==> src/rtl/fcs_pkg.sv <==
package fcs_pkg;

    localparam int REG_W = 8;
    localparam int OP_W  = 8;

    typedef enum logic [1:0] {
        SEQ_IDLE = 2'd0,
        SEQ_ADDR = 2'd1,
        SEQ_CMD  = 2'd2,
        SEQ_BUSY = 2'd3
    } seq_state_t;

    // control register selects
    localparam logic [1:0] SEL_DIV  = 2'd0;
    localparam logic [1:0] SEL_STAT = 2'd1;
    localparam logic [1:0] SEL_CMD  = 2'd2;

    // status write bits
    localparam int STAT_GO_BIT  = 7;
    localparam int STAT_CLR_BIT = 4;

    // permitted operation codes; index order matters for SECURE_OK_MASK
    localparam int NUM_OPS = 5;
    localparam logic [OP_W-1:0] OP_TABLE [NUM_OPS] = '{
        8'h05,  // blank check
        8'h20,  // byte program
        8'h25,  // burst program
        8'h40,  // page erase
        8'h41   // mass erase
    };
    localparam logic [NUM_OPS-1:0] SECURE_OK_MASK = 5'b10001;

    function automatic logic op_known(input logic [OP_W-1:0] c);
        logic hit;
        hit = 1'b0;
        for (int i = 0; i < NUM_OPS; i++) begin
            if (c == OP_TABLE[i]) hit = 1'b1;
        end
        return hit;
    endfunction

endpackage

==> src/rtl/fcs_op_check.sv <==
module fcs_op_check
    import fcs_pkg::*;
(
    input  logic [OP_W-1:0] op,
    input  logic            secured,
    input  logic            dbg_src,
    output logic            op_ok
);
    logic [NUM_OPS-1:0] hit;

    genvar g;
    generate
        for (g = 0; g < NUM_OPS; g++) begin : g_match
            assign hit[g] = (op == OP_TABLE[g]);
        end
    endgenerate

    logic restricted;
    assign restricted = secured & dbg_src;

    assign op_ok = (|hit) & (~restricted | (|(hit & SECURE_OK_MASK)));
endmodule

==> src/rtl/fcs_capture.sv <==
module fcs_capture
    import fcs_pkg::*;
#(
    parameter int ADDR_W = 16,
    parameter int DATA_W = 8
) (
    input  logic              clk,
    input  logic              rst_n,
    input  logic              load_addr,
    input  logic              load_op,
    input  logic [ADDR_W-1:0] addr_in,
    input  logic [DATA_W-1:0] data_in,
    input  logic [OP_W-1:0]   op_in,
    output logic [ADDR_W-1:0] addr_q,
    output logic [DATA_W-1:0] data_q,
    output logic [OP_W-1:0]   op_q
);
    always_ff @(posedge clk or negedge rst_n) begin
        if (!rst_n) begin
            addr_q <= '0;
            data_q <= '0;
        end else if (load_addr) begin
            addr_q <= addr_in;
            data_q <= data_in;
        end
    end

    always_ff @(posedge clk or negedge rst_n) begin
        if (!rst_n)       op_q <= '0;
        else if (load_op) op_q <= op_in;
    end
endmodule

==> src/rtl/fcs_fsm.sv <==
module fcs_fsm
    import fcs_pkg::*;
(
    input  logic       clk,
    input  logic       rst_n,
    input  logic       arr_wr,
    input  logic       reg_wr,
    input  logic       reg_rd,
    input  logic [1:0] reg_sel,
    input  logic       go_bit,
    input  logic       clr_bit,
    input  logic       op_ok,
    input  logic       stop_req,
    input  logic       eng_busy,
    output logic       load_addr,
    output logic       load_op,
    output logic       launch,
    output logic       eng_abort,
    output logic       acc_err,
    output logic       div_set,
    output logic       cbe
);
    seq_state_t state, nxt;
    logic err_ev, clr_ev, div_ev, go_ev, abort_ev;
    logic busy_q;

    // state register
    always_ff @(posedge clk or negedge rst_n) begin
        if (!rst_n) state <= SEQ_IDLE;
        else        state <= nxt;
    end

    // next state and events
    always_comb begin
        nxt       = state;
        err_ev    = 1'b0;
        clr_ev    = 1'b0;
        div_ev    = 1'b0;
        go_ev     = 1'b0;
        abort_ev  = 1'b0;
        load_addr = 1'b0;
        load_op   = 1'b0;
        unique case (state)
            SEQ_IDLE: begin
                if (arr_wr) begin
                    if (!acc_err) begin
                        if (!div_set) begin
                            err_ev = 1'b1;
                        end else begin
                            load_addr = 1'b1;
                            nxt       = SEQ_ADDR;
                        end
                    end
                end else if (reg_wr) begin
                    if (reg_sel == SEL_DIV)       div_ev = 1'b1;
                    else if (reg_sel == SEL_STAT) clr_ev = clr_bit;
                    else if (reg_sel == SEL_CMD)  err_ev = ~acc_err;
                end
            end
            SEQ_ADDR: begin
                if (arr_wr) begin
                    err_ev = 1'b1;
                end else if (reg_wr) begin
                    if (reg_sel == SEL_CMD && op_ok) begin
                        load_op = 1'b1;
                        nxt     = SEQ_CMD;
                    end else begin
                        err_ev = 1'b1;
                    end
                end
            end
            SEQ_CMD: begin
                if (arr_wr || reg_rd) begin
                    err_ev = 1'b1;
                end else if (reg_wr) begin
                    if (reg_sel == SEL_STAT && go_bit) begin
                        go_ev = 1'b1;
                        nxt   = SEQ_BUSY;
                    end else begin
                        err_ev = 1'b1;
                    end
                end
            end
            SEQ_BUSY: begin
                if (stop_req) begin
                    abort_ev = 1'b1;
                    err_ev   = 1'b1;
                    nxt      = SEQ_IDLE;
                end else begin
                    if (busy_q && !eng_busy) nxt = SEQ_IDLE;
                    if (arr_wr) err_ev = 1'b1;
                    else if (reg_wr && reg_sel == SEL_STAT) clr_ev = clr_bit;
                end
            end
        endcase
        if (err_ev && state != SEQ_BUSY) nxt = SEQ_IDLE;
    end

    // registered outputs
    always_ff @(posedge clk or negedge rst_n) begin
        if (!rst_n) begin
            acc_err   <= 1'b0;
            div_set   <= 1'b0;
            launch    <= 1'b0;
            eng_abort <= 1'b0;
            busy_q    <= 1'b0;
        end else begin
            if (err_ev)      acc_err <= 1'b1;
            else if (clr_ev) acc_err <= 1'b0;
            if (div_ev) div_set <= 1'b1;
            launch    <= go_ev;
            eng_abort <= abort_ev;
            busy_q    <= eng_busy;
        end
    end

    assign cbe = (state != SEQ_BUSY);
endmodule

==> src/rtl/flash_cmd_seq.sv <==
module flash_cmd_seq
    import fcs_pkg::*;
#(
    parameter int ADDR_W = 16,
    parameter int DATA_W = 8
) (
    input  logic              clk,
    input  logic              rst_n,
    input  logic              arr_wr,
    input  logic [ADDR_W-1:0] arr_addr,
    input  logic [DATA_W-1:0] arr_wdata,
    input  logic              reg_wr,
    input  logic              reg_rd,
    input  logic [1:0]        reg_sel,
    input  logic [REG_W-1:0]  reg_wdata,
    input  logic              stop_req,
    input  logic              secured,
    input  logic              dbg_src,
    input  logic              eng_busy,
    output logic              launch,
    output logic [ADDR_W-1:0] launch_addr,
    output logic [DATA_W-1:0] launch_data,
    output logic [OP_W-1:0]   launch_cmd,
    output logic              eng_abort,
    output logic              cbe,
    output logic              acc_err,
    output logic              div_set
);
    logic op_ok, load_addr, load_op;

    fcs_op_check u_check (
        .op      (reg_wdata),
        .secured (secured),
        .dbg_src (dbg_src),
        .op_ok   (op_ok)
    );

    fcs_fsm u_fsm (
        .clk       (clk),
        .rst_n     (rst_n),
        .arr_wr    (arr_wr),
        .reg_wr    (reg_wr),
        .reg_rd    (reg_rd),
        .reg_sel   (reg_sel),
        .go_bit    (reg_wdata[STAT_GO_BIT]),
        .clr_bit   (reg_wdata[STAT_CLR_BIT]),
        .op_ok     (op_ok),
        .stop_req  (stop_req),
        .eng_busy  (eng_busy),
        .load_addr (load_addr),
        .load_op   (load_op),
        .launch    (launch),
        .eng_abort (eng_abort),
        .acc_err   (acc_err),
        .div_set   (div_set),
        .cbe       (cbe)
    );

    fcs_capture #(.ADDR_W(ADDR_W), .DATA_W(DATA_W)) u_cap (
        .clk       (clk),
        .rst_n     (rst_n),
        .load_addr (load_addr),
        .load_op   (load_op),
        .addr_in   (arr_addr),
        .data_in   (arr_wdata),
        .op_in     (reg_wdata),
        .addr_q    (launch_addr),
        .data_q    (launch_data),
        .op_q      (launch_cmd)
    );
endmodule

==> config.mk <==
export PLATFORM = sky130hd
export DESIGN_NAME = flash_cmd_seq
export DESIGN_NICKNAME = d
export VERILOG_FILES = /design/src/rtl/fcs_pkg.sv /design/src/rtl/fcs_op_check.sv /design/src/rtl/fcs_capture.sv /design/src/rtl/fcs_fsm.sv /design/src/rtl/flash_cmd_seq.sv
export SDC_FILE = /design/constraint.sdc
export NUM_CORES = 1
export LEC_CHECK = 0
export ABC_AREA = 1
export BUFFER_PORTS_ARGS = -buffer_cell sky130_fd_sc_hd__buf_2
export CORE_MARGIN = 5
export CORE_UTILIZATION = 30
export DETAILED_ROUTE_END_ITERATION = 8
export PLACE_DENSITY_LB_ADDON = 0.25
export SLEW_MARGIN = 0
export SYNTH_ARGS = -nofsm -noshare
export SYNTH_HDL_FRONTEND = slang
export SYNTH_SLANG_ARGS = --single-unit
==> constraint.sdc <==
create_clock -name clk -period 2 [get_ports clk]
set_input_delay 0.3 -clock clk [delete_from_list [all_inputs] [get_ports clk]]
set_output_delay 0.3 -clock clk [all_outputs]
set_load 0.005 [all_outputs]
==> results of run 1 <==
## routing by layer
layer | GRT usage [%] | vias up | share of wire [%]
met3 | 4.23 | 4 | 10
met2 | 18.3 | 58 | 44
met5 | 0 | - | 0
li1 | - | 710 | -
met1 | 15.0 | 658 | 45
met4 | 3.45 | 0 | 0.74
## sequential cells by signal (all words and copies together) (netlist names)
register	count
u_fsm.launch	1
u_cap.addr_q	16
u_cap.op_q	8
u_fsm.acc_err	1
u_fsm.state	2
u_cap.data_q	8
u_fsm.div_set	1
u_fsm.eng_abort	1
u_fsm.busy_q	1
## layout make-up
type	instances	area, um^2	share of cell area, %
clock inverters	1	5.00	0.217
inverters	22	82.6	3.58
multi-input cells	103	654	28.4
well taps	72	90.1	3.90
flip-flops and latches	39	976	42.3
repair buffers	81	423	18.3
clock buffers	7	76.3	3.31
## cells by family after synthesis
logic type | synth area share [%]
multiplexers | 15.7
AND/OR/NAND/NOR | 14.9
flip-flops | 56.5
adder cells (fa/ha/maj) | 2.90
buffers and inverters | 5.58
AO/OA/AOI/OAI | 4.42
## cell usage after synthesis, drive strengths merged, types with 2 or more instances
cell type and count:
o211ai 2, mux2 24, inv 22, nand3 5, buf 2, nor2 14
dfrtp 39, o21ai 9, ha 4, nand4 3, nand2 39
## per-stage QoR
| stage | setup WS (ns) | instance area [um^2] | utilization [%] |
|---|---|---|---|
| 6_report | 0.371 | 2310 | 41.6 |
| 5_1_grt | 0.222 | 2310 | 41.6 |
| 4_1_cts | 0.366 | 2310 | 41.6 |
| 3_5_place_dp | 0.384 | 2230 | 40.2 |
| 3_3_place_gp | 0.403 | 2230 | 40.2 |
| 2_1_floorplan | 0.376 | 1730 | - |
## worst max-delay path, delay by kind of cell (launching register included)
kind	cells	cell delay [ns]
adders and majority gates	1	0.24
DFF	1	0.40
buffers and inverters	3	0.36
and+or+nand+nor	2	0.16
muxes	1	0.35
## final timing paths
kind	endpoint	slack [ns]	depth (start not counted)
worst max-delay path	u_cap.data_q[3]	0.37	7
worst min-delay path	u_cap.data_q[5]	0.07	2
worst max register to register	u_cap.data_q[3]	0.37	7
worst min register to register	u_cap.op_q[7]	0.46	2
max in group asynchronous	u_cap.data_q[1]	1.59	2
min in group clk	u_fsm.busy_q	0.13	1
## power by group
group / internal (mW) / switching, mW / total, mW
logic: 0.503 / 0.423 / 0.926
registers: 1.06 / 0.128 / 1.18
clock network: 0.245 / 0.259 / 0.504
total: 1.80 / 0.809 / 2.61
==> results.ini, run 1 <==
[run_status]
status=completed

[floorplanning]
die_h_um=85.9
num_rows=27
fp.dieW_um=85.9
dieArea_mm2=0.00737
io_pins=80
floorplan.initialDensity_pct=31.2
core_area_mm2=0.00554

[layout]
syn_to_final_growth_pct=33.6
mostFrequentLayoutCell=buf_2
fin_nets=299
diodes=0
stdcell_count=325
fill_cells=573
layout-drive-gt1-share_pct=47.0
layout_common_cells=79 x buf_2, 39 x dfrtp_1, 38 x nand2_1, 24 x mux2_2, 19 x inv_1

[timing]
period_minus_slack_ns=1.63
setup_tns_ns=0
hold_viol=0
max_slew_margin_pct=66.8
max_freq_mhz=614
tightest_slew_ns=0.498
hold_ws_ns=0.0660
slew_violations=0
period_share_pct=81.4
finalSetupViolCount=0
rsz0062_at_grt=false
skew_ns=0.00544

[yosys]
synth-seq-cells=39
synth.area.top_cells=dfrtp_1 57%, mux2_2 16%, nand2_1 8.3%, inv_1 4.1%, ha_1 2.9%
post-synth-top-area-fraction_pct=56.5
synth_ff_type=dfrtp_1
synth_top_cell_by_area=dfrtp_1
synth.cell_area_mm2=0.00173
ys_warn_count=0
synth_edf_count=0
syn_nets=214
syn-instance-count=167
yosys.cell_types.count=18
async_reset_ff_share_pct=100
synth_seq_area_share_pct=56.5
synth.avg_cell_area_um2=10.3

[global_routing]
grt_antenna_before_repair=0
grtUsageTotal_pct=11.6
grt-ovfl-total=0
grt_pass1_wl_mm=6.84
first_global_vias=1485
grt_max_degree=40

[setup_path]
startpoint_type=flop
max_stage_delay_ns=0.40
cp_max_fo=24
crit_chain=inv_1 -> ha_1 -> inv_1 -> nor2_1 -> nand2_1 -> buf_12 -> mux2_2
slowest_stage=dfrtp_1
cp.required_ns=2.16
critical_path_class=reg -> reg
reg2reg_from=u_fsm.state[0]
startpoint=u_fsm.state[0]
cp.arrival_ns=1.79
end_kind=flop
cp_common_cell=inv_1

[drt]
via_per_inst=4.40
firstDrtPassIters=4
wl_per_cell_um=12.0
drc=0
dr_total_vias=1430
drt_iter0_drc=20
ant_nets=0
routed_wl_mm=3.90

[placement]
port_buffers=79
hpwl_mm=3.07
dp.cells=317
gp_congestion=0.781

[power_and_ir_drop]
power.density_mw_per_mm2=1130
finalPower_mw=2.61
ir_drop_mv=0.404
p_leak_nw=1.33

[clock_network]
numCtsBuffers=5
post_cts_buffers=0
clockRootBuffer=clkbuf_8
cts.clk_slew.worst_paths_ns=0.08
insertion_delay_ns=0.28
htreeDepth=2
clock-sinks=39
postCtsResizedCells=0
hold_buffers=0
clock_path_buffers=2
cts_tree=yes

[worst_hold_path]
min_path_type=in -> async

[job]
max_cap_viol_count=0

No activity file was read; power rests on OpenSTA's default activity.
==> inputs of run 2 (changes only) <==
clock period = 1.3 ns   (was 2 ns; I/O delays follow)
==> run 2 against run 1 <==
Net effect:
- the flow now finishes with violations (negative setup slack)
- final cell count rose by 5.8%
- worst setup slack got worse by 0.58 ns
- clock-buffer cell count did not move
- sequential cell count did not move
- fmax rose by 8.0%
- power rose by 73%
- sequential power rose by 56%
- sequential share of layout area fell by 4.7 points
- combinational power rose by 93%
- core utilization rose by 5.2 points
- via count rose by 3.4%
- highest routed layer unchanged
==> results.ini, run 2 (synthesized netlist as in run 1, its figures left out) <==
[drt]
drt_iter0_drc=30  ; +50%
drc=0  ; unchanged
routed_wl_mm=4.11  ; +5.5%
firstDrtPassIters=4  ; unchanged
dr_total_vias=1478  ; +3.4%
ant_nets=0  ; unchanged
wl_per_cell_um=12.0  ; -0.31%
via_per_inst=4.30  ; -2.4%

[placement]
gp_congestion=0.794  ; +1.6%
dp.cells=331  ; +4.4%
port_buffers=79  ; unchanged
hpwl_mm=3.27  ; +6.3%

[global_routing]
use_met3_pct=4.32  ; +0.096 points
first_global_vias=1453  ; -2.2%
grt_max_degree=25  ; -38%
grtUsageTotal_pct=11.3  ; -0.32 points
grt-busiest-layer=met2
grt_pass1_wl_mm=6.63  ; -3.0%
grt-ovfl-total=0  ; unchanged
met1_usage_pct=13.9  ; -1.0 points
grt_antenna_before_repair=0  ; unchanged
grt_use_met2_pct=18.5  ; +0.21 points

[timing]
slew_violations=0  ; unchanged
period_share_pct=116  ; +35 points
skew_ns=0.00781  ; +0.00237 ns
hold_viol=0  ; unchanged
period_minus_slack_ns=1.51  ; -0.121 ns
setup_tns_ns=-5.53  ; -5.53 ns
rsz0062_at_grt=true
max_slew_margin_pct=75.0  ; +8.2 points
tightest_slew_ns=0.371  ; -0.127 ns
finalSetupViolCount=36  ; +36
fin_ws_ns=-0.208  ; -0.579 ns
max_freq_mhz=663  ; +8.0%

[layout]
mostFrequentLayoutCell=buf_2
seqCellArea_um2=977  ; +0.13%
layout-drive-gt1-share_pct=60.3  ; +13 points
largest_register=u_cap.addr_q
stdcell_count=344  ; +5.8%
multi_input_comb_area_um2=742  ; +13%
fill_cells=542  ; -5.4%
layout_common_cells=78 x buf_2, 38 x dfrtp_1, 29 x nand2_1, 24 x mux2_2, 15 x buf_4
largest_register_ff_count=16  ; unchanged
syn_to_final_growth_pct=50.4
largestRegisters=u_cap.addr_q: 16 flops, u_cap.data_q: 8 flops, u_cap.op_q: 8 flops
fin_nets=318  ; +6.4%
diodes=0  ; unchanged

[clock_network]
cts.clk_slew.worst_paths_ns=0.08  ; about the same
htreeDepth=2  ; unchanged
clock-sinks=39  ; unchanged
clockRootBuffer=clkbuf_8
clock_path_buffers=2  ; unchanged
numCtsBuffers=5  ; unchanged
insertion_delay_ns=0.28  ; about the same
cts_tree=yes

[floorplanning]
die_h_um=85.9  ; unchanged
fp.dieW_um=85.9  ; unchanged
io_pins=80  ; unchanged
dieArea_mm2=0.00737  ; unchanged
floorplan.initialDensity_pct=31.2  ; unchanged
num_rows=27  ; unchanged
core_area_mm2=0.00554  ; unchanged

[setup_path]
cp.required_ns=1.52  ; -0.64 ns
critical_path_class=reg -> reg
cp.arrival_ns=1.73  ; -0.06 ns
end_kind=flop
cp_max_fo=3  ; -88%
startpoint_type=flop

[run_status]
status=finished with violations
violations=negative setup slack

[power_and_ir_drop]
p_leak_nw=1.43  ; +7.8%
power.density_mw_per_mm2=1740  ; +54%
ir_drop_mv=0.641  ; +59%

[worst_hold_path]
min_path_type=in -> reg

[job]
max_cap_viol_count=0  ; unchanged

[run 2: changes by cell type in the layout (fill, tap and decap cells not counted), sizes merged]
cell | previous run | this run
dlygate4sd3 | 0 | 1
buf | 81 | 99
clkinv | 1 | 0
clkinvlp | 0 | 1
[run 2: per-layer routing]
layer  part of all wire [%]  vias to the layer above
li1                       -                      749
met2                     47                       52
met3                    9.2                        2
met1                     43                      675
met4                   0.46                        0
met5                      0                        -
[run 2: final cells by class]
class / count / share of cell area [%]
Tap cell: 72 / 3.47
Sequential cell: 39 / 37.6
Clock inverter: 1 / 0.289
Timing Repair Buffer: 100 / 23.0
Clock buffer: 7 / 3.71
Inverter: 22 / 3.28
Multi-Input combinational cell: 103 / 28.6
[run 2: timing repair]
action                                  4_1_cts  5_1_grt
gates cloned                                  0        1
hold endpoints to repair                     15        0
buffers inserted                              0        3
hold buffers                                  1        0
pin swaps                                     1       15
gates resized for setup                       9       29
endpoints found under the setup margin       36       36
[run 2: power by group]
part	total, mW	leakage (nW)	internal, mW	switching, mW
registers	1.84	0.500	1.63	0.213
logic	1.79	0.882	1.01	0.781
clock network	0.891	0.0505	0.482	0.409
[run 2: path summary, 6_finish.rpt]
path | startpoint | to | slack [ns] | cells after the start
min | eng_busy | u_fsm.busy_q | 0.03 | 1
min reg2reg | u_cap.op_q[4] | u_cap.op_q[4] | 0.47 | 2
max reg2reg | u_fsm.state[0] | u_fsm.state[0] | -0.21 | 14
max in group asynchronous | rst_n | u_fsm.state[0] | 0.48 | 3
min in group asynchronous | rst_n | u_cap.addr_q[15] | 0.36 | 2
max | u_fsm.state[0] | u_fsm.state[0] | -0.21 | 14
[run 2: per-stage QoR]
stage / setup slack, ns / power, mW / hold slack [ns] / util (%) / cell area, um^2
4_1_cts: -0.184 / 4.45 / 0.0145 / 44.8 / 2480
6_report: -0.208 / 4.53 / 0.0253 / 46.9 / 2600
5_1_grt: -0.346 / 4.86 / 0.00857 / 46.9 / 2600
2_1_floorplan: -0.149 / 2.67 / -0.101 / - / 1750
3_3_place_gp: -0.169 / 3.45 / 0.142 / 42.4 / 2350
3_5_place_dp: -0.201 / 3.51 / 0.140 / 42.4 / 2350
[run 2: worst max-delay path, stage by stage, from the launching register on]
cell	delay (ns)
dfrtp_2	0.44
ha_4	0.18
nand2_2	0.06
inv_2	0.04
nor2_2	0.09
nand2_1	0.06
nand2_1	0.06
nand2_1	0.06
nand2_2	0.08
nand2_2	0.05
nand2_2	0.09
nand2_1	0.06
nand2_1	0.07
nand2_1	0.06
nand2_1	0.05
==> inputs of run 3 (changes only) <==
CORE_MARGIN = unset   (was 5)
SYNTH_HIERARCHICAL = 1   (was unset)
==> run 3 against run 2 <==
Net effect:
- the run still ends with negative setup slack left
- core utilization fell by 1.5 points
- critical path depth fell by 4
- die area fell by 10%
- routed wire length rose by 8.6%
- clock-buffer cell count did not move
- combinational power rose by 16%
- global-route usage rose by 2.7 points
- hold slack improved by 0.0067 ns
- cell area rose by 4.6%
- first-iteration DRC count rose by 120%
- highest routed layer unchanged
==> results.ini, run 3 <==
[clock_network]
htreeDepth=2  ; unchanged
cts.clk_slew.worst_paths_ns=0.08  ; about the same
cts_tree=yes
clockRootBuffer=clkbuf_8
clock_path_buffers=2  ; unchanged
numCtsBuffers=5  ; unchanged
insertion_delay_ns=0.28  ; about the same
clock-sinks=39  ; unchanged

[layout]
mostFrequentLayoutCell=nand2_1
syn_to_final_growth_pct=43.7
largest_register_ff_count=16  ; unchanged
largest_register=u_cap/addr_q
layout_common_cells=104 x nand2_1, 78 x buf_2, 37 x dfrtp_1, 15 x nand2_2, 14 x buf_4
layout-drive-gt1-share_pct=46.6  ; -14 points
diodes=0  ; unchanged
largestRegisters=u_cap/addr_q: 16 flops, u_cap/data_q: 8 flops, u_cap/op_q: 8 flops
final_util_pct=45.3  ; -1.5 points
fin_nets=375  ; +18%

[timing]
finalSetupViolCount=28  ; -22%
slew_violations=0  ; unchanged
hold_viol=0  ; unchanged
rsz0062_at_grt=true
period_share_pct=116  ; about the same
tightest_slew_ns=0.345  ; -0.0258 ns
period_minus_slack_ns=1.51  ; +0.000759 ns
max_freq_mhz=663  ; about the same
max_slew_margin_pct=76.9  ; +1.9 points
skew_ns=0.00972  ; +0.00191 ns
fin_ws_ns=-0.209  ; -0.000759 ns
setup_tns_ns=-2.37  ; +3.16 ns
hold_ws_ns=0.0321  ; +0.00674 ns

[setup_path]
reg2reg_slack_ns=-0.21  ; about the same
ff2ff_path_depth=10  ; -4
end_kind=flop
max_stage_delay_ns=0.45  ; about the same
startpoint=u_fsm/state[1]
startpoint_type=flop
rr_endpoint=u_fsm/state[1]
reg2reg_from=u_fsm/state[1]
cp.arrival_ns=1.73  ; about the same
critical_path_class=reg -> reg
slowest_stage=dfrtp_2
cp.required_ns=1.53  ; about the same
crit_chain=buf_4 -> ha_4 -> buf_4 -> nand3_2 -> nand3_2 -> nand3_4 -> nand2_2 -> nand2_2 -> nand2_1 -> nand2_1
cp_max_fo=4  ; +1

[power_and_ir_drop]
comb_power_share_pct=44.6  ; +4.9 points
clkPwrFrac_pct=16.6  ; -3.1 points
p_leak_nw=1.54  ; +7.9%
power.internal_mw=2.99  ; -4.2%
seqPwrFrac_pct=38.8  ; -1.9 points
p_sw_mw=1.66  ; +19%
power.density_mw_per_mm2=1720  ; -1.6%
ir_drop_mv=0.618  ; -3.6%
swShare_pct=35.7  ; +4.8 points

[yosys]
synth-compound-area-share_pct=2.91  ; -1.5 points
synth_top_cell_by_area=dfrtp_1
synth_seq_area_share_pct=51.7  ; -4.9 points
synthAdderAreaFrac_pct=3.31  ; +0.41 points
ys_warn_count=6  ; +6
synth_top_family_by_area=simple AND/OR/NAND/NOR gates
syn-instance-count=225  ; +35%
synth.most_common_cell=nand2_1
synth_simple_gate_area_share_pct=34.0  ; +19 points
post-synth-top-area-fraction_pct=51.7  ; -4.9 points
async_reset_ff_share_pct=100  ; unchanged
synth_edf_count=0  ; unchanged
synth-seq-cells=39  ; unchanged
synth.avg_cell_area_um2=8.40  ; -19%
yosys.cell_types.count=23  ; +5
synth_ff_type=dfrtp_1
synth_xor_area_share_pct=0  ; unchanged
syn_nets=273  ; +28%
muxShareOfSynthArea_pct=0  ; -16 points
synthTopCellsByCount=108 x nand2_1, 39 x dfrtp_1, 11 x inv_1, 11 x nand2_2, 9 x nor2_1
synth.area.top_cells=dfrtp_1 52%, nand2_1 21%, nand2_2 3.6%, ha_1 3.3%, buf_6 2.4%
synth.cell_area_mm2=0.00189  ; +9.4%

[global_routing]
grt-ovfl-total=0  ; unchanged
met1_usage_pct=17.8  ; +3.8 points
use_met3_pct=3.26  ; -1.1 points
grt_use_met2_pct=23.5  ; +5.0 points
grt_antenna_before_repair=0  ; unchanged
grt_pass1_wl_mm=7.00  ; +5.6%
grt-busiest-layer=met2
grt_max_degree=40  ; +60%
first_global_vias=1516  ; +4.3%
grtUsageTotal_pct=14.0  ; +2.7 points

[floorplanning]
fp.dieW_um=81.4  ; -5.2%
floorplan.initialDensity_pct=31.5  ; +0.37 points
io_pins=80  ; unchanged
core_area_mm2=0.00599  ; +8.1%
num_rows=28  ; +3.7%
die_h_um=81.4  ; -5.2%
dieArea_mm2=0.00662  ; -10%

[drt]
dr_total_vias=1722  ; +17%
drc=0  ; unchanged
routed_wl_mm=4.47  ; +8.6%
ant_nets=0  ; unchanged
via_per_inst=4.27  ; -0.55%
wl_per_cell_um=11.1  ; -7.3%
drt_iter0_drc=65  ; +120%
firstDrtPassIters=4  ; unchanged

[job]
max_cap_viol_count=0  ; unchanged

[worst_hold_path]
min_from=eng_busy
hold_end=u_fsm/busy_q
min_path_cells=1  ; unchanged
min_path_type=in -> reg

[run_status]
violations=negative setup slack
status=finished with violations

[placement]
port_buffers=79  ; unchanged
hpwl_mm=3.27  ; +0.16%
gp_congestion=0.830  ; +4.5%

-- run 3: cell types whose count changed in the layout (fill, tap and decap cells not counted), moves of 2 or more --
cell and delta:
inv_1 -6, nand2_1 +75, nand3_1 +2, clkbuf_1 +2
clkbuf_8 -2, mux2_2 -24, nand3_2 +2, nand2_2 +7
o21ai_0 -5, buf_12 +2, nand2_4 -2
-- run 3: cell families (layout without fill, tap and decap cells) --
group	count (synthesis)	count (layout)
adder cells (fa/ha/maj)	5	5
AND/OR/NAND/NOR	148	148
flip-flops	39	39
AO/OA/AOI/OAI	9	9
buffers and inverters	24	127
-- run 3: power groups by stage --
stage                     Clock [mW]  Sequential [mW]  Combinational, mW
after floorplan                    0             1.85              0.923
after global placement             0             1.80               1.70
after detailed placement           0             1.81               1.72
after CTS                      0.819             1.81               1.85
after global routing           0.869             1.85               2.33
final                          0.773             1.80               2.08
-- run 3: cell type report --
class / count / area, um^2
Multi-Input combinational cell: 162 / 853
Inverter: 18 / 77.6
Tap cell: 75 / 93.8
Clock buffer: 7 / 76.3
Clock inverter: 1 / 5.00
Sequential cell: 39 / 978
Fill cell: 625 / 3280
Timing Repair Buffer: 101 / 631
-- run 3: worst max-delay path by stage --
stage	end	depth (start not counted)
floorplan	u_cap/addr_q[0]	9
global placement	u_fsm/state[1]	12
detailed placement	u_fsm/state[0]	12
CTS	u_fsm/state[0]	11
global route	u_fsm/state[1]	12
finish	u_fsm/state[1]	10
-- run 3: what timing repair did --
item / CTS / global route
hold endpoints to repair: 39 / 0
hold buffers: 1 / 0
buffers inserted: 3 / 3
gates resized for setup: 9 / 15
endpoints found under the setup margin: 36 / 37
pin swaps: 1 / 6
-- run 3: metrics by stage --
stage | cell area, um^2 | worst slack, ns | total power [mW] | instances
floorplan | 1910 | -0.0320 | 2.77 | 225
global placement | 2480 | -0.158 | 3.50 | 388
finish | 2720 | -0.209 | 4.66 | 403
detailed placement | 2480 | -0.195 | 3.54 | 388
CTS | 2630 | -0.145 | 4.48 | 400
global route | 2720 | -0.292 | 5.05 | 403
-- run 3: critical path: cells and delay by family, from the launching register on --
| family | cells | cell delay [ns] |
|---|---|---|
| flops | 1 | 0.45 |
| fa+ha+maj | 1 | 0.16 |
| buf+inv | 2 | 0.29 |
| simple gates | 7 | 0.55 |
-- run 3: layer usage --
metal / part of all wire [%] / wire length, um
met1: 46 / 2060
met2: 48 / 2130
met3: 5.4 / 240
met4: 0.81 / 36
met5: 0 / 0
